### src/rtl/lsw_pkg.sv
package lsw_pkg;
  parameter int unsigned WORD_W       = 16;
  parameter int unsigned N_SW         = 2;
  parameter int unsigned UNLOCK_TRIGS = 2;
  parameter int unsigned CMD_LSB      = 5;
  parameter int unsigned STAT_LSB     = 5;
  parameter int unsigned DIAG_UV_POS  = 3;
  parameter int unsigned DIAG_TPW_POS = 4;
  parameter int unsigned DIAG_TSD_POS = 14;
  localparam int unsigned CNT_W       = $clog2(UNLOCK_TRIGS + 1);

  typedef struct packed {
    logic tsd;
    logic tpw;
    logic uv;
  } diag_t;
endpackage

### src/rtl/lsw_rst_sync.sv
module lsw_rst_sync #(
  parameter int unsigned STAGES = 2
) (
  input  logic clk,
  input  logic rst_n,
  output logic rst_sync_n
);
  logic [STAGES-1:0] sync_q;
  logic [STAGES-1:0] sync_d;

  always_comb begin
    sync_d = {sync_q[STAGES-2:0], 1'b1};
  end

  always_ff @(posedge clk or negedge rst_n) begin
    if (!rst_n) sync_q <= '0;
    else        sync_q <= sync_d;
  end

  assign rst_sync_n = sync_q[STAGES-1];
endmodule

### src/rtl/lsw_cmd_reg.sv
module lsw_cmd_reg #(
  parameter int unsigned WORD_W  = lsw_pkg::WORD_W,
  parameter int unsigned N_SW    = lsw_pkg::N_SW,
  parameter int unsigned CMD_LSB = lsw_pkg::CMD_LSB
) (
  input  logic              clk,
  input  logic              rst_n,
  input  logic [WORD_W-1:0] spi_word,
  input  logic              cs_rise,
  input  logic              frame_ok,
  output logic [N_SW-1:0]   cmd_q
);
  logic            load_en;
  logic [N_SW-1:0] cmd_d;

  always_comb begin
    load_en = cs_rise && frame_ok;
    cmd_d   = spi_word[CMD_LSB +: N_SW];
  end

  always_ff @(posedge clk or negedge rst_n) begin
    if (!rst_n)       cmd_q <= '0;
    else if (load_en) cmd_q <= cmd_d;
  end

  AST_CMD_LOAD: assert property (@(posedge clk) disable iff (!rst_n)
    (cs_rise && frame_ok) |=> (cmd_q == $past(spi_word[CMD_LSB +: N_SW])))
    else $error("command not stored on valid frame close");

  AST_CMD_HOLD: assert property (@(posedge clk) disable iff (!rst_n)
    !(cs_rise && frame_ok) |=> $stable(cmd_q))
    else $error("command changed without a valid frame close");
endmodule

### src/rtl/lsw_unlock.sv
module lsw_unlock #(
  parameter int unsigned UNLOCK_TRIGS = lsw_pkg::UNLOCK_TRIGS,
  parameter int unsigned CNT_W        = lsw_pkg::CNT_W
) (
  input  logic clk,
  input  logic rst_n,
  input  logic wdg_ok,
  output logic released
);
  localparam logic [CNT_W-1:0] LIMIT = CNT_W'(UNLOCK_TRIGS);

  logic [CNT_W-1:0] cnt_q;
  logic [CNT_W-1:0] cnt_d;
  logic             cnt_en;

  always_comb begin
    cnt_en = wdg_ok && (cnt_q != LIMIT);
    cnt_d  = cnt_q + CNT_W'(1);
  end

  always_ff @(posedge clk or negedge rst_n) begin
    if (!rst_n)      cnt_q <= '0;
    else if (cnt_en) cnt_q <= cnt_d;
  end

  assign released = (cnt_q == LIMIT);

  AST_UNLOCK_SAT: assert property (@(posedge clk) disable iff (!rst_n)
    (released && wdg_ok) |=> released)
    else $error("release lost on extra trigger");

  AST_UNLOCK_IDLE: assert property (@(posedge clk) disable iff (!rst_n)
    !wdg_ok |=> $stable(cnt_q))
    else $error("trigger count moved without a trigger");
endmodule

### src/rtl/lsw_gate.sv
module lsw_gate #(
  parameter int unsigned N_SW = lsw_pkg::N_SW
) (
  input  logic                 clk,
  input  logic                 rst_n,
  input  logic [N_SW-1:0]      cmd,
  input  logic                 released,
  input  logic                 uv_flag,
  input  logic                 tpw_flag,
  input  logic                 tsd_flag,
  output logic [N_SW-1:0]      gate_q,
  output lsw_pkg::diag_t       diag_q
);
  logic           allow;
  lsw_pkg::diag_t diag_d;

  always_comb begin
    allow      = released && !uv_flag && !tsd_flag;
    diag_d.uv  = uv_flag;
    diag_d.tpw = tpw_flag;
    diag_d.tsd = tsd_flag;
  end

  for (genvar s = 0; s < N_SW; s++) begin : g_sw
    logic on_d;
    always_comb begin
      on_d = cmd[s] && allow;
    end
    always_ff @(posedge clk or negedge rst_n) begin
      if (!rst_n) gate_q[s] <= 1'b0;
      else        gate_q[s] <= on_d;
    end
  end

  always_ff @(posedge clk or negedge rst_n) begin
    if (!rst_n) diag_q <= '0;
    else        diag_q <= diag_d;
  end

  AST_UV_OFF: assert property (@(posedge clk) disable iff (!rst_n)
    uv_flag |=> (gate_q == '0))
    else $error("gate on during undervoltage");

  AST_TSD_OFF: assert property (@(posedge clk) disable iff (!rst_n)
    tsd_flag |=> (gate_q == '0))
    else $error("gate on during thermal shutdown");

  AST_LOCK_OFF: assert property (@(posedge clk) disable iff (!rst_n)
    !released |=> (gate_q == '0))
    else $error("gate on before release");

  AST_TPW_NO_EFFECT: assert property (@(posedge clk) disable iff (!rst_n)
    (released && !uv_flag && !tsd_flag) |=> (gate_q == $past(cmd)))
    else $error("gate differs from command while allowed");
endmodule

### src/rtl/lsw_ctrl.sv
module lsw_ctrl #(
  parameter int unsigned WORD_W = lsw_pkg::WORD_W,
  parameter int unsigned N_SW   = lsw_pkg::N_SW
) (
  input  logic              clk,
  input  logic              rst_n,
  input  logic [WORD_W-1:0] spi_word,
  input  logic              cs_rise,
  input  logic              frame_ok,
  input  logic              wdg_ok,
  input  logic              uv_flag,
  input  logic              tpw_flag,
  input  logic              tsd_flag,
  output logic [N_SW-1:0]   gate_en,
  output logic [WORD_W-1:0] resp_word
);
  logic            rst_int_n;
  logic [N_SW-1:0] cmd_q;
  logic            released;
  lsw_pkg::diag_t  diag_q;

  lsw_rst_sync #(.STAGES(2)) u_rst (
    .clk        (clk),
    .rst_n      (rst_n),
    .rst_sync_n (rst_int_n)
  );

  lsw_cmd_reg #(.WORD_W(WORD_W), .N_SW(N_SW), .CMD_LSB(lsw_pkg::CMD_LSB)) u_cmd (
    .clk      (clk),
    .rst_n    (rst_int_n),
    .spi_word (spi_word),
    .cs_rise  (cs_rise),
    .frame_ok (frame_ok),
    .cmd_q    (cmd_q)
  );

  lsw_unlock #(.UNLOCK_TRIGS(lsw_pkg::UNLOCK_TRIGS), .CNT_W(lsw_pkg::CNT_W)) u_unlock (
    .clk      (clk),
    .rst_n    (rst_int_n),
    .wdg_ok   (wdg_ok),
    .released (released)
  );

  lsw_gate #(.N_SW(N_SW)) u_gate (
    .clk      (clk),
    .rst_n    (rst_int_n),
    .cmd      (cmd_q),
    .released (released),
    .uv_flag  (uv_flag),
    .tpw_flag (tpw_flag),
    .tsd_flag (tsd_flag),
    .gate_q   (gate_en),
    .diag_q   (diag_q)
  );

  always_comb begin
    resp_word                              = '0;
    resp_word[lsw_pkg::STAT_LSB +: N_SW]   = gate_en;
    resp_word[lsw_pkg::DIAG_UV_POS]        = diag_q.uv;
    resp_word[lsw_pkg::DIAG_TPW_POS]       = diag_q.tpw;
    resp_word[lsw_pkg::DIAG_TSD_POS]       = diag_q.tsd;
  end

  AST_RESET_QUIET: assert property (@(posedge clk)
    !rst_int_n |-> (gate_en == '0 && resp_word == '0))
    else $error("outputs active in reset");
endmodule

### config.mk
export PLATFORM = sky130hd
export DESIGN_NAME = lsw_ctrl
export DESIGN_NICKNAME = d
export VERILOG_FILES = /design/src/rtl/lsw_pkg.sv /design/src/rtl/lsw_rst_sync.sv /design/src/rtl/lsw_cmd_reg.sv /design/src/rtl/lsw_unlock.sv /design/src/rtl/lsw_gate.sv /design/src/rtl/lsw_ctrl.sv
export SDC_FILE = /design/constraint.sdc
export NUM_CORES = 1
export LEC_CHECK = 0
export CORE_ASPECT_RATIO = 0.9
export CORE_UTILIZATION = 30
export DETAILED_ROUTE_END_ITERATION = 8
export PLACE_DENSITY = 0.87
export REMOVE_ABC_BUFFERS = 1
export SLEW_MARGIN = 30
export SYNTH_ARGS = -nofsm -noshare
export SYNTH_HDL_FRONTEND = slang
export SYNTH_SLANG_ARGS = --single-unit
### constraint.sdc
create_clock -name clk -period 0.8 [get_ports clk]
set_input_delay 0.12 -clock clk [delete_from_list [all_inputs] [get_ports clk]]
set_output_delay 0.12 -clock clk [all_outputs]
set_load 0.01 [all_outputs]
==> summary by stage, run 1 <==
STA
Timing would allow up to roughly 1.0 GHz. The hold violation total from the final report was 0. The post-route worst setup slack is -0.2004 ns. The max-slew violation total from the final report is 0. The setup clock skew after layout is 0.004976 ns. Setup violations remaining at the end of the flow were counted as 11.

Setup repair after global routing could not meet its margin everywhere. The portion of the clock cycle consumed by the worst path in the final layout is 1.251. The minimum clock period is around 1.0 ns.

Run status
The final reports fail on setup timing. The run finished, with violations left.

Global routing
The via count of the first global-routing pass came to 270. The met3 usage in global routing is 0.02703. Entering global routing, the biggest net connects 10 pins. In the global route stage, overall resource usage came out at 0.09482. The met1 track utilization from global routing is 0.07629. The layer flagged by global routing as most heavily used is met2. For met2 alone, demand over resource in global routing was 0.1875. Summed over all layers, the global routing overflow is 0. The first global-routing pass estimated roughly 1100 um of wire. The initial antenna violation count is 0.

Power and ir drop
Of the total power, the share spent switching nets is 0.2683. VDD sags by at most around 0.77 mV. Dividing total power by cell area gives a power density of between 2000 and 2500 nW/um2. Internal power comes to 1.071 mW. The sequential fraction of design power is 0.475. The total power is around 1.5 mW. Of the total power, combinational logic draws 0.271.

Summed over all nets, the switching power comes to roughly 0.39 mW. The static leakage is around 0.35 nW. The share of total power dissipated in the clock network is 0.254.

Critical path
The critical path is of the flip-flop to flip-flop type. Among cell families on the critical path, the largest total delay comes from flip-flops. The maximum net fanout on the critical path is 3. Counting buffers and inverters, the worst setup path is 4 cells deep. STA classifies the critical path endpoint as a flip-flop. The number of buffers and inverters on the critical path is 1.

The startpoint of the worst register-to-register path is u_unlock.cnt_q[0]$_DFFE_PN0P_. Among all stages on the critical path, the largest delay is contributed by sky130_fd_sc_hd__dfrtp_1. The largest incremental delay on the critical path is about 0.38 ns.

The critical path starts at u_unlock.cnt_q[0]$_DFFE_PN0P_. Setup slack on the worst reg-to-reg path comes out at -0.20 ns. The cell depth of the worst flop-to-flop path is 4. Data arrives at the worst endpoint at approximately 1.2 ns. The worst register-to-register path ends at u_unlock.cnt_q[1]$_DFFE_PN0P_. The type of element launching the critical path is a flip-flop. Following the worst setup path forward leads to its endpoint at u_unlock.cnt_q[1]$_DFFE_PN0P_.

Traced cell by cell, the critical path runs through inv_1 -> ha_2 -> nand2b_4 -> mux2i_1. Data on the critical path is required at its endpoint by ~0.99 ns.

Clock network
The clock latency reported for the late side of the worst-skew pair is 0.27 ns. Clock-pin slew was measured on the worst setup and hold paths at approximately 0.070 ns. The clock tree from TritonCTS is done. The clock drives 11 sinks. The total clock buffers created by CTS is 3. In this run the number of H-tree levels came out at 1. The root buffer cell is sky130_fd_sc_hd__clkbuf_4. No sink is reached through more buffers than the 2 on the longest clock path.

In this run, post-CTS hold repair placed 0 buffers.

Drt
The first routing iteration left 0 violations. In the final routed layout, each cell accounts on average for between 9 and 10 um. The final layout contains routed wiring with a total length of 714 um. For this run, the detailed router's first-pass iteration total came to 1. Once detail routing completed, the nets flagged for antenna violations numbered 0. The remaining design rule violation count is 0. In the routed layout, each cell is associated on average with a via count of 3.597. Detailed routing inserted a total of 277 vias.

Placed design
The worst setup slack before clock tree synthesis is -0.2809 ns. The quantity of I/O buffers inserted on ports is 16. The congestion estimate from routability-driven global placement came to between 0.6 and 0.7. Summing all placed instances gives a cell area of between 600 and 700 um2. The post-detailed-placement half-perimeter wirelength is 561.2 um.

Die
The area of the core is 1496 um2. The die footprint is between 1500 and 2000 um2. For this design the top-level I/O count stands at 42.

After floorplanning, the core was divided into 13 placement rows. The height of the chip is between 40 and 50 um. From left edge to right edge, the die measures approximately 45 um. The initial utilization of the core area, before any placement, comes to 0.3303.

Final layout
The area growth from synthesis to final layout is 27.09%. In the layout the commonest cells are sky130_fd_sc_hd__conb_1 (12), sky130_fd_sc_hd__dfrtp_1 (11), sky130_fd_sc_hd__clkdlybuf4s50_1 (7), sky130_fd_sc_hd__buf_2 (7), sky130_fd_sc_hd__clkbuf_4 (3). The layout has about 160 filler cells. The post-layout utilization of the core is 0.4197. Leaving out fill and tap cells, the most frequent cell in the layout is sky130_fd_sc_hd__conb_1. 0 antenna diodes ended up in the layout. The multi-input combinational cells in the finished layout cover a total of between 150 and 200 um2.

Summing all flip-flop and latch instances after layout gives between 200 and 300 um2. Summing all non-filler instances in the final layout gives an area of approximately 630 um2. For this run, the post-layout net count is 81. The share of post-route cells with drive strength above 1 is 0.2909.

Yosys
The number of instances in the synthesized netlist is 37. The number of unique standard cell types used by synthesis is 11. The synthesis-stage register bit count is 11. In this run the cell area of the synthesized design comes to 494.2 um2. The mean cell area of the mapped netlist is between 10 and 15 um2.

The share of the Yosys chip area taken by registers is 0.5570. During synthesis, Yosys emitted a total of 0 warnings.

Flow run
The tool flagged a number of max-cap violations equal to 0.

Min path
The path class of the tightest hold or removal check is input port to asynchronous set/reset pin.
synthesized netlist by cell type:
master | number | area [um2]
sky130_fd_sc_hd__buf_4 | 13 | 97.59
sky130_fd_sc_hd__dfrtp_1 | 11 | 275.3
sky130_fd_sc_hd__and4bb_1 | 2 | 25.02
sky130_fd_sc_hd__conb_1 | 2 | 7.510
sky130_fd_sc_hd__inv_1 | 2 | 7.510
sky130_fd_sc_hd__mux2_4 | 2 | 30.03
sky130_fd_sc_hd__ha_1 | 1 | 12.51
sky130_fd_sc_hd__mux2i_1 | 1 | 10.01
sky130_fd_sc_hd__nand2_2 | 1 | 6.260
sky130_fd_sc_hd__nand2b_4 | 1 | 13.76
sky130_fd_sc_hd__xnor2_1 | 1 | 8.760
how the worst min path moves through the flow:
stage,from,endpoint,slack [ns],cells after the start
CTS,rst_n,u_rst.sync_q[1]$_DFF_PN0_,0.007,1
finish,rst_n,u_rst.sync_q[0]$_DFF_PN0_,0.01,1
global placement,u_rst.sync_q[1]$_DFF_PN0_,u_gate.diag_q[1]$_DFF_PN0_,0.14,0
detailed placement,u_rst.sync_q[1]$_DFF_PN0_,u_unlock.cnt_q[0]$_DFFE_PN0P_,0.16,0
floorplan,rst_n,u_rst.sync_q[0]$_DFF_PN0_,-0.18,0
global route,rst_n,u_rst.sync_q[0]$_DFF_PN0_,0.003,1
stage by stage:
| stage | cells | hold slack, ns | TNS, ns |
|---|---|---|---|
| final | 77 | 0.01371 | -1.096 |
| after global routing | 77 | 0.002985 | -1.456 |
| after CTS | 77 | 0.006663 | -1.209 |
| after detailed placement | 73 | 0.1564 | -2.420 |
| after global placement | 73 | 0.1367 | -2.206 |
| after floorplan | 34 | -0.1756 | -0.4301 |
routing by layer:
| layer | routed length [um] | part of all wire | vias to the layer above |
|---|---|---|---|
| li1 | - | - | 127 |
| met1 | 240 | 0.34 | 131 |
| met2 | 413 | 0.58 | 17 |
| met3 | 44 | 0.062 | 2 |
| met4 | 16 | 0.022 | 0 |
| met5 | 0 | 0 | - |
kinds of logic after synthesis:
group	Yosys count	synth area share
flops	11	0.5570
simple gates	4	0.09113
other cells	2	0.01520
buf+inv	15	0.2127
fa+ha+maj	1	0.02531
xor+xnor	1	0.01772
mux	3	0.08102
final cells by class:
| class | instances | area share |
|---|---|---|
| Multi-Input combinational cell | 21 | 0.2450 |
| Inverter | 2 | 0.01195 |
| Sequential cell | 11 | 0.4382 |
| Clock buffer | 4 | 0.04183 |
| Tap cell | 22 | 0.04382 |
| Timing Repair Buffer | 17 | 0.2191 |
sequential cells by signal (all words and copies together), names as in the netlist:
register	cells
u_cmd.cmd_q	2
u_gate.diag_q	3
u_gate.gate_q	2
u_rst.sync_q	2
u_unlock.cnt_q	2
what timing repair did:
item,4_1_cts,5_1_grt
buffers inserted,0,0
endpoints found under the hold margin,0,0
gates resized for setup,29,2
setup endpoints to repair,11,13
power groups by stage:
stage               combinational, mW  clock, mW  sequential, mW
floorplan                       0.219          0           0.713
global placement                0.383          0           0.702
detailed placement              0.417          0           0.710
CTS                             0.403      0.387           0.698
global route                    0.437      0.415           0.706
finish                          0.397      0.372           0.696
(Power assumes the default switching activity.)
==> inputs of run 2 (changes only) <==
--- a/config.mk
+++ b/config.mk
@@ -5,7 +5,7 @@
 export SDC_FILE = /design/constraint.sdc
 export NUM_CORES = 1
 export LEC_CHECK = 0
-export CORE_ASPECT_RATIO = 0.9
+export CORE_ASPECT_RATIO = 1.1
 export CORE_UTILIZATION = 30
 export DETAILED_ROUTE_END_ITERATION = 8
 export PLACE_DENSITY = 0.87
@@ -14,3 +14,4 @@
 export SYNTH_ARGS = -nofsm -noshare
 export SYNTH_HDL_FRONTEND = slang
 export SYNTH_SLANG_ARGS = --single-unit
+export TNS_END_PERCENT = 1
==> summary by stage, run 2 (synthesized netlist as in run 1, its figures left out) <==
Critical path
At the worst endpoint, the arrival time is 1.21 ns. The terminus of the critical flop-to-flop path is u_unlock.cnt_q[1]$_DFFE_PN0P_. STA classifies the critical path endpoint as a flip-flop. The maximum net fanout on the critical path is 3. The type of element launching the critical path is a flip-flop. Counting cells, the worst reg-to-reg path comes to 4. The startpoint of the worst register-to-register path is u_unlock.cnt_q[0]$_DFFE_PN0P_.

For the worst setup path, the data required time is a little under 1 ns. The worst setup path is of the flip-flop to flip-flop kind. The reg-to-reg setup timing slack is -0.22 ns.

Final layout
Of the cells placed in the final design, the portion with a size suffix greater than 1 is 0.2857. The area growth from synthesis to layout is 26.84%. The sequential cells in the finished layout cover a total of 275.3 um2.

The finished layout holds 73 standard cells, fillers aside. The count of inserted antenna diode cells is 0. The number of nets in the layout is 82. For this run, the share of the core covered by cells in the final layout is 0.4024. Leaving out fill and tap cells, the most frequent cells in the layout are sky130_fd_sc_hd__conb_1 (12), sky130_fd_sc_hd__dfrtp_1 (11), sky130_fd_sc_hd__clkdlybuf4s50_1 (9), sky130_fd_sc_hd__buf_2 (7), sky130_fd_sc_hd__clkbuf_4 (3). The finished cells cover between 600 and 700 um2. The most common library cell in the layout ignoring fill and taps is sky130_fd_sc_hd__conb_1. The area occupied by multi-input gates is approximately 150 um2. The filler cells instantiated in the layout total 162.

The number of flip-flops in the largest register is 3. The register with the most flip-flops in the final layout is u_gate.diag_q.

Drt
For this run, the detailed router's first-pass iteration total came to 1. The detail-routed net length per standard cell is about 10 um. The routed design has about 750 um of wire. The starting DRC count in detailed routing is 0. In this run the remaining antenna-violating nets after routing total 0.

The per-cell via count in the routed design is around 3.8. The total via count in the routed design is 280. The remaining design rule violation count is 0.

Clock network
Counting the buffers created by CTS gives 3. The longest clock path from root to sink contains 2 buffers. At the later pin of the worst-skew pair, clock insertion delay measures about 0.27 ns.

The clock drives 11 sinks. The post-CTS setup repair buffer count is 0. The deepest level of the CTS H-tree is 1.

The root buffer cell chosen for the clock tree is sky130_fd_sc_hd__clkbuf_4. Clock-pin slew was measured on the worst setup and hold paths at around 0.07 ns. The clock tree from TritonCTS is done.

STA
The final setup violation count is 11. The max-slew violation total from the final report was 0. The post-route worst setup slack is -0.2172 ns. The hold violation total from the final report is 0. Dividing the final minimum period by the clock period gives 1.271. Between clock sinks in the finished design, the worst skew comes to around 0.0022 ns. Setup repair after global routing could not meet its margin everywhere.

The final hold slack is about 0.14 ns. The maximum frequency from static timing analysis is around 1 GHz. For the finished layout, the period the worst path requires is approximately 1 ns.

Placed design
The cell total after placement is 68. Before CTS, the worst setup slack after placement is -0.2863 ns. At the end of routability-driven placement, the weighted congestion stood at about 0.56. Input and output buffers added on the ports amount to 16. The cell area reported after detailed placement is between 600 and 700 um2. Detailed placement ended at an HPWL of 577 um.

Run status
The checks that failed: setup timing. The flow ran to the end, but the final reports show violations.

Min path
The type of the most critical hold path is flip-flop to asynchronous set/reset pin.

Die
42 I/O pins were placed. From bottom edge to top edge, the die measures between 40 and 50 um. The floorplan die width is 40.70 um. The floorplan has 15 rows. The area of the core is roughly 1600 um2. The die footprint is 1814 um2.

The effective utilization at floorplan is 0.3173.

Flow run
Max-cap violations in this run came to 0.

Global routing
The overall track demand over capacity in global routing is 0.1064. The maximum number of pins on one net before global-route repair is 10. The via count of the first global-routing pass is about 240. The initial antenna violation count was 0. The first global-routing pass estimated roughly 1100 um of wire. The total overflow left after global routing is 0.

Power and ir drop
The power density over the cells is 2334 nW/um2. For this design the static power due to leakage is about 0.33 nW. VDD sags by at most 0.6455 mV.
-- run 2: how the worst max path moves through the flow --
stage	start	to	slack (ns)	depth (start not counted)
2_1_floorplan	u_unlock.cnt_q[0]$_DFFE_PN0P_	u_unlock.cnt_q[0]$_DFFE_PN0P_	-0.15	4
3_3_place_gp	cs_rise	u_cmd.cmd_q[1]$_DFFE_PN0P_	-0.27	3
3_5_place_dp	cs_rise	u_cmd.cmd_q[0]$_DFFE_PN0P_	-0.29	3
4_1_cts	u_unlock.cnt_q[0]$_DFFE_PN0P_	u_unlock.cnt_q[1]$_DFFE_PN0P_	-0.23	4
5_1_grt	u_unlock.cnt_q[0]$_DFFE_PN0P_	u_unlock.cnt_q[1]$_DFFE_PN0P_	-0.25	4
6_report	u_unlock.cnt_q[0]$_DFFE_PN0P_	u_unlock.cnt_q[1]$_DFFE_PN0P_	-0.22	4
-- run 2: critical path, stage by stage (launching register included) --
cell,delay [ns]
sky130_fd_sc_hd__dfrtp_1,0.38
sky130_fd_sc_hd__inv_1,0.06
sky130_fd_sc_hd__ha_2,0.19
sky130_fd_sc_hd__nand2b_4,0.14
sky130_fd_sc_hd__mux2i_1,0.18
-- run 2: where the power goes --
part           internal, mW  switching [mW]
sequential            0.647          0.0498
combinational         0.235           0.158
clock                 0.193           0.181
total                  1.07           0.389
-- run 2: through the flow --
step / TNS [ns] / power (mW)
3_3_place_gp: -2.190 / 1.082
3_5_place_dp: -2.486 / 1.119
2_1_floorplan: -0.4301 / 0.9323
6_report: -1.173 / 1.463
4_1_cts: -1.331 / 1.495
5_1_grt: -1.582 / 1.554
-- run 2: what timing repair did --
item | in CTS | in global routing
setup endpoints to repair | 11 | 12
pin swaps | 0 | 0
gates cloned | 0 | 0
gates resized for setup | 29 | 0
hold buffers | 1 | 0
endpoints found under the hold margin | 2 | 0
-- run 2: final cells by class --
cell class | count | share of cell area
tap | 17 | 0.03393
multi-input combinational | 21 | 0.2455
inverter | 2 | 0.01198
clock buffer | 4 | 0.04192
sequential | 11 | 0.4391
timing repair buffer | 18 | 0.2275
-- run 2: metal layers --
layer	track usage	routed length, um	vias to the layer above
met4	0.1000	19	0
li1	-	-	128
met1	0.09236	247	131
met2	0.1714	418	19
met5	0	0	-
met3	0.04523	60	2
==> inputs of run 3 (changes only) <==
--- a/config.mk
+++ b/config.mk
@@ -5,10 +5,12 @@
 export SDC_FILE = /design/constraint.sdc
 export NUM_CORES = 1
 export LEC_CHECK = 0
+export ABC_AREA = 1
 export CORE_ASPECT_RATIO = 1.1
+export CORE_MARGIN = 4
 export CORE_UTILIZATION = 30
 export DETAILED_ROUTE_END_ITERATION = 8
-export PLACE_DENSITY = 0.87
+export PLACE_DENSITY = 0.88
 export REMOVE_ABC_BUFFERS = 1
 export SLEW_MARGIN = 30
 export SYNTH_ARGS = -nofsm -noshare
==> summary by stage, run 3 <==
Final layout
The most common library cell in the layout ignoring fill and taps is sky130_fd_sc_hd__conb_1. The share of post-route cells with drive strength above 1 is 0.2286. In the layout the commonest cells are sky130_fd_sc_hd__conb_1 (12), sky130_fd_sc_hd__dfrtp_1 (11), sky130_fd_sc_hd__nand2_1 (9), sky130_fd_sc_hd__clkdlybuf4s50_1 (9), sky130_fd_sc_hd__buf_2 (7). The post-route non-filler standard cell count is a little under 90.

For this run, the post-layout net count is 96. The register with the most flip-flops in the layout has 3 of them. The count of inserted antenna diode cells is 0. The area growth from synthesis to final layout is 30.61%.

After filler insertion, the fill cell instance count of the layout stands at between 150 and 200. Once layout is complete, the utilization of the core stands at 0.4112. u_gate.diag_q holds more flip-flops than any other register.

Global routing
The first global-routing pass estimated around 1300 um of wire. The initial antenna violation count was 0. Entering global routing, the biggest net connects 10 pins. The global-route congestion overflow total is 0. The via count of the first global-routing pass is 343.

For this run, the total global-route usage over all layers was measured as 0.08020.

Critical path
The required time of the critical path is about 0.95 ns. Counting buffers and inverters, the worst setup path is 3 cells deep. The startpoint of the worst register-to-register path is u_unlock.cnt_q[1]$_DFFE_PN0P_. The terminus of the critical flop-to-flop path is u_unlock.cnt_q[1]$_DFFE_PN0P_. Following the worst setup path forward leads to its endpoint at u_unlock.cnt_q[1]$_DFFE_PN0P_. The setup path with the least slack is of type flip-flop to flip-flop. STA classifies the critical path endpoint as a flip-flop. The type of element launching the critical path is a flip-flop.

The critical path data arrival time is between 1 and 1.5 ns. The number of buffer and inverter stages on the critical path is 0. The cell depth of the worst flop-to-flop path is 3.

Among all stages on the critical path, the largest delay is contributed by sky130_fd_sc_hd__dfrtp_1. The critical path starts at u_unlock.cnt_q[1]$_DFFE_PN0P_. Walking the worst path, the cells encountered are ha_4 -> nand3b_1 -> nand2_1. In this design, the stage delay of the slowest critical-path cell is 0.42 ns. The largest delay contributor family on the critical path is flip-flops.

The maximum net fanout on the critical path is 2. Setup slack on the worst reg-to-reg path comes out at -0.14 ns.

Yosys
In this run the mean area of a mapped cell was between 9 and 10 um2. The number of flops mapped to enable cells by yosys is 0. The most used flip-flop cell after synthesis is sky130_fd_sc_hd__dfrtp_1.

After synthesis the cells add up to between 400 and 500 um2. The synthesis-stage register bit count is 11. After synthesis, the netlist uses 11 different library cells.

During synthesis, Yosys emitted a total of 0 warnings. The share of the synthesized area in the top cell type is 0.5612. Of the synthesized area, sequential elements account for 0.5612. Yosys instantiated no cell more often than sky130_fd_sc_hd__buf_4. The proportion of register bits with asynchronous set or reset after synthesis is 1.000. The leading area contributor after synthesis is sky130_fd_sc_hd__dfrtp_1. The commonest cells after synthesis are sky130_fd_sc_hd__buf_4 (13), sky130_fd_sc_hd__dfrtp_1 (11), sky130_fd_sc_hd__nand2_1 (9), sky130_fd_sc_hd__inv_1 (5), sky130_fd_sc_hd__nand3_1 (4). Counting every instance in the synthesized netlist gives 50. In the post-synthesis netlist, the biggest area contributors are sky130_fd_sc_hd__dfrtp_1 (56%), sky130_fd_sc_hd__buf_4 (20%), sky130_fd_sc_hd__nand2_1 (6.9%), sky130_fd_sc_hd__nand3_1 (4.1%), sky130_fd_sc_hd__inv_1 (3.8%).

STA
The post-route worst setup slack is -0.1374 ns. The minimum clock period is between 0.9 and 1 ns. The final hold slack is about 0.14 ns. The setup clock skew after layout is 0.002415 ns. Dividing the final minimum period by the clock period gives 1.172. The max-slew violation total from the final report is 0. Static timing analysis puts the maximum clock frequency at approximately 1.1 GHz. The hold violation total from the final report was 0. Setup repair after global routing could not meet its margin everywhere. The final setup violation count is 11.

Run status
The final reports fail on setup timing. The flow ran to the end, but the final reports show violations.

Power and ir drop
In this run the static leakage power is approximately 0.35 nW. The net switching share of the total power is 0.2987. VDD sags by at most approximately 0.97 mV. The share of total power dissipated in the clock network is 0.249.

The power density over the cells is approximately 2400 nW/um2. The share of total power dissipated in sequential elements is 0.464. The switching power is 0.4511 mW.

Internal power comes to about 1.1 mW. The relative contribution of combinational cells to total power is 0.287.

Clock network
The maximum buffer depth of the clock tree is 2. In this run the number of H-tree levels came out at 1. Buffers inserted during clock tree synthesis total 3.

The clock reaches the later pin of the worst-skew pair after 0.26 ns. The tree is rooted in a sky130_fd_sc_hd__clkbuf_4. TritonCTS built the clock tree. The TritonCTS sink count is 11.

Clock-pin slew was measured on the worst setup and hold paths at approximately 0.07 ns.

Drt
After detailed routing, the number of remaining DRC violations is 0. Dividing the detail-routed wire length by the instance count gives between 9 and 10 um. After detailed routing, the total wire length is 826 um. Summing over every cut layer, the via total after detailed routing is between 300 and 400. The number of detailed-routing iterations run before antenna repair is 4. The starting DRC count in detailed routing is 5. The per-cell via count in the routed design is between 3 and 4.

In this run the remaining antenna-violating nets after routing total 0.

Die
The floorplan step defined a die boundary enclosing 2346 um2. The area of the core is between 1500 and 2000 um2. From bottom edge to top edge, the die measures ~50 um.

The standard-cell row count is 15. For this configuration, the core starts out at a cell density of 0.3149. The die is between 40 and 50 um wide.

42 I/O pins were placed.

Placed design
Input and output buffers added on the ports amount to 16. The cell total after placement is 81. The worst setup slack before clock tree synthesis is -0.1776 ns. The post-detailed-placement half-perimeter wirelength is just under 700 um. At the end of routability-driven placement, the weighted congestion stood at roughly 0.69.

Flow run
The tool flagged a number of max-cap violations equal to 0.

Min path
The worst hold path belongs to the class flip-flop to asynchronous set/reset pin.
run 3: cell types whose count changed in the layout (fill, tap and decap cells not counted):
cell	delta
sky130_fd_sc_hd__nand2b_4	-1
sky130_fd_sc_hd__inv_1	+2
sky130_fd_sc_hd__nand3b_1	+1
sky130_fd_sc_hd__nor2_1	+2
sky130_fd_sc_hd__ha_2	-1
sky130_fd_sc_hd__and4bb_1	-2
sky130_fd_sc_hd__inv_2	+2
sky130_fd_sc_hd__mux2i_1	-1
sky130_fd_sc_hd__nand2_1	+9
sky130_fd_sc_hd__mux2_4	-2
sky130_fd_sc_hd__nand3_1	+4
sky130_fd_sc_hd__xnor2_1	-1
sky130_fd_sc_hd__buf_4	+1
sky130_fd_sc_hd__ha_4	+1
run 3: how the worst min path moves through the flow:
stage / from / end / depth (start not counted)
after floorplan: rst_n / u_rst.sync_q[0]$_DFF_PN0_ / 0
after global placement: u_rst.sync_q[1]$_DFF_PN0_ / u_unlock.cnt_q[0]$_DFFE_PN0P_ / 0
after detailed placement: u_rst.sync_q[1]$_DFF_PN0_ / u_unlock.cnt_q[0]$_DFFE_PN0P_ / 0
after CTS: rst_n / u_rst.sync_q[0]$_DFF_PN0_ / 1
after global routing: u_rst.sync_q[1]$_DFF_PN0_ / u_unlock.cnt_q[0]$_DFFE_PN0P_ / 0
final: u_rst.sync_q[1]$_DFF_PN0_ / u_unlock.cnt_q[0]$_DFFE_PN0P_ / 0
run 3: cell families after synthesis:
group                    count (synthesis)  share of synthesized area
adder cells (fa/ha/maj)                  1                    0.02551
buffers and inverters                   19                     0.2449
flip-flops                              11                     0.5612
other                                    2                    0.01531
AND/OR/NAND/NOR                         17                     0.1531
run 3: metrics by stage:
stage / setup TNS, ns / power, mW / instance area (um2)
2_1_floorplan: -0.2177 / 0.8963 / 430.4
3_3_place_gp: -1.675 / 1.032 / 619.3
3_5_place_dp: -1.926 / 1.077 / 619.3
4_1_cts: -1.075 / 1.541 / 630.6
5_1_grt: -1.421 / 1.650 / 640.6
6_report: -0.9074 / 1.510 / 640.6
run 3: final cells by class:
| cell class | count | area (um2) | share of cell area |
|---|---|---|---|
| tap | 17 | 21.27 | 0.03320 |
| multi-input combinational | 30 | 145.1 | 0.2266 |
| sequential | 11 | 275.3 | 0.4297 |
| timing repair buffer | 19 | 150.1 | 0.2344 |
| clock buffer | 4 | 26.28 | 0.04102 |
| inverter | 6 | 22.52 | 0.03516 |
run 3: worst register-to-register path, cell delays in order, from the launching register on:
cell and delay (ns):
sky130_fd_sc_hd__dfrtp_1 0.42, sky130_fd_sc_hd__ha_4 0.26, sky130_fd_sc_hd__nand3b_1 0.09, sky130_fd_sc_hd__nand2_1 0.06
run 3: per-layer routing:
layer / up-vias / GRT usage / routed length (um)
li1: 166 / - / -
met3: 0 / 0.03226 / 93
met1: 154 / 0.06250 / 238
met4: 0 / 0.04265 / 0
met5: - / 0 / 0
met2: 13 / 0.1537 / 494
run 3: repair_timing:
| item | in CTS | in global routing |
|---|---|---|
| pin swaps | 2 | 1 |
| endpoints found under the hold margin | 0 | 1 |
| setup endpoints to repair | 11 | 11 |
| setup buffers | 1 | 0 |
| gates resized for setup | 31 | 0 |
| hold buffers | 0 | 1 |
run 3: power groups by stage:
| stage | clock [mW] | sequential, mW | combinational [mW] |
|---|---|---|---|
| after global placement | 0 | 0.688 | 0.343 |
| after detailed placement | 0 | 0.697 | 0.380 |
| after global routing | 0.435 | 0.709 | 0.506 |
| after CTS | 0.400 | 0.703 | 0.438 |
| final | 0.376 | 0.700 | 0.433 |
| after floorplan | 0 | 0.694 | 0.202 |
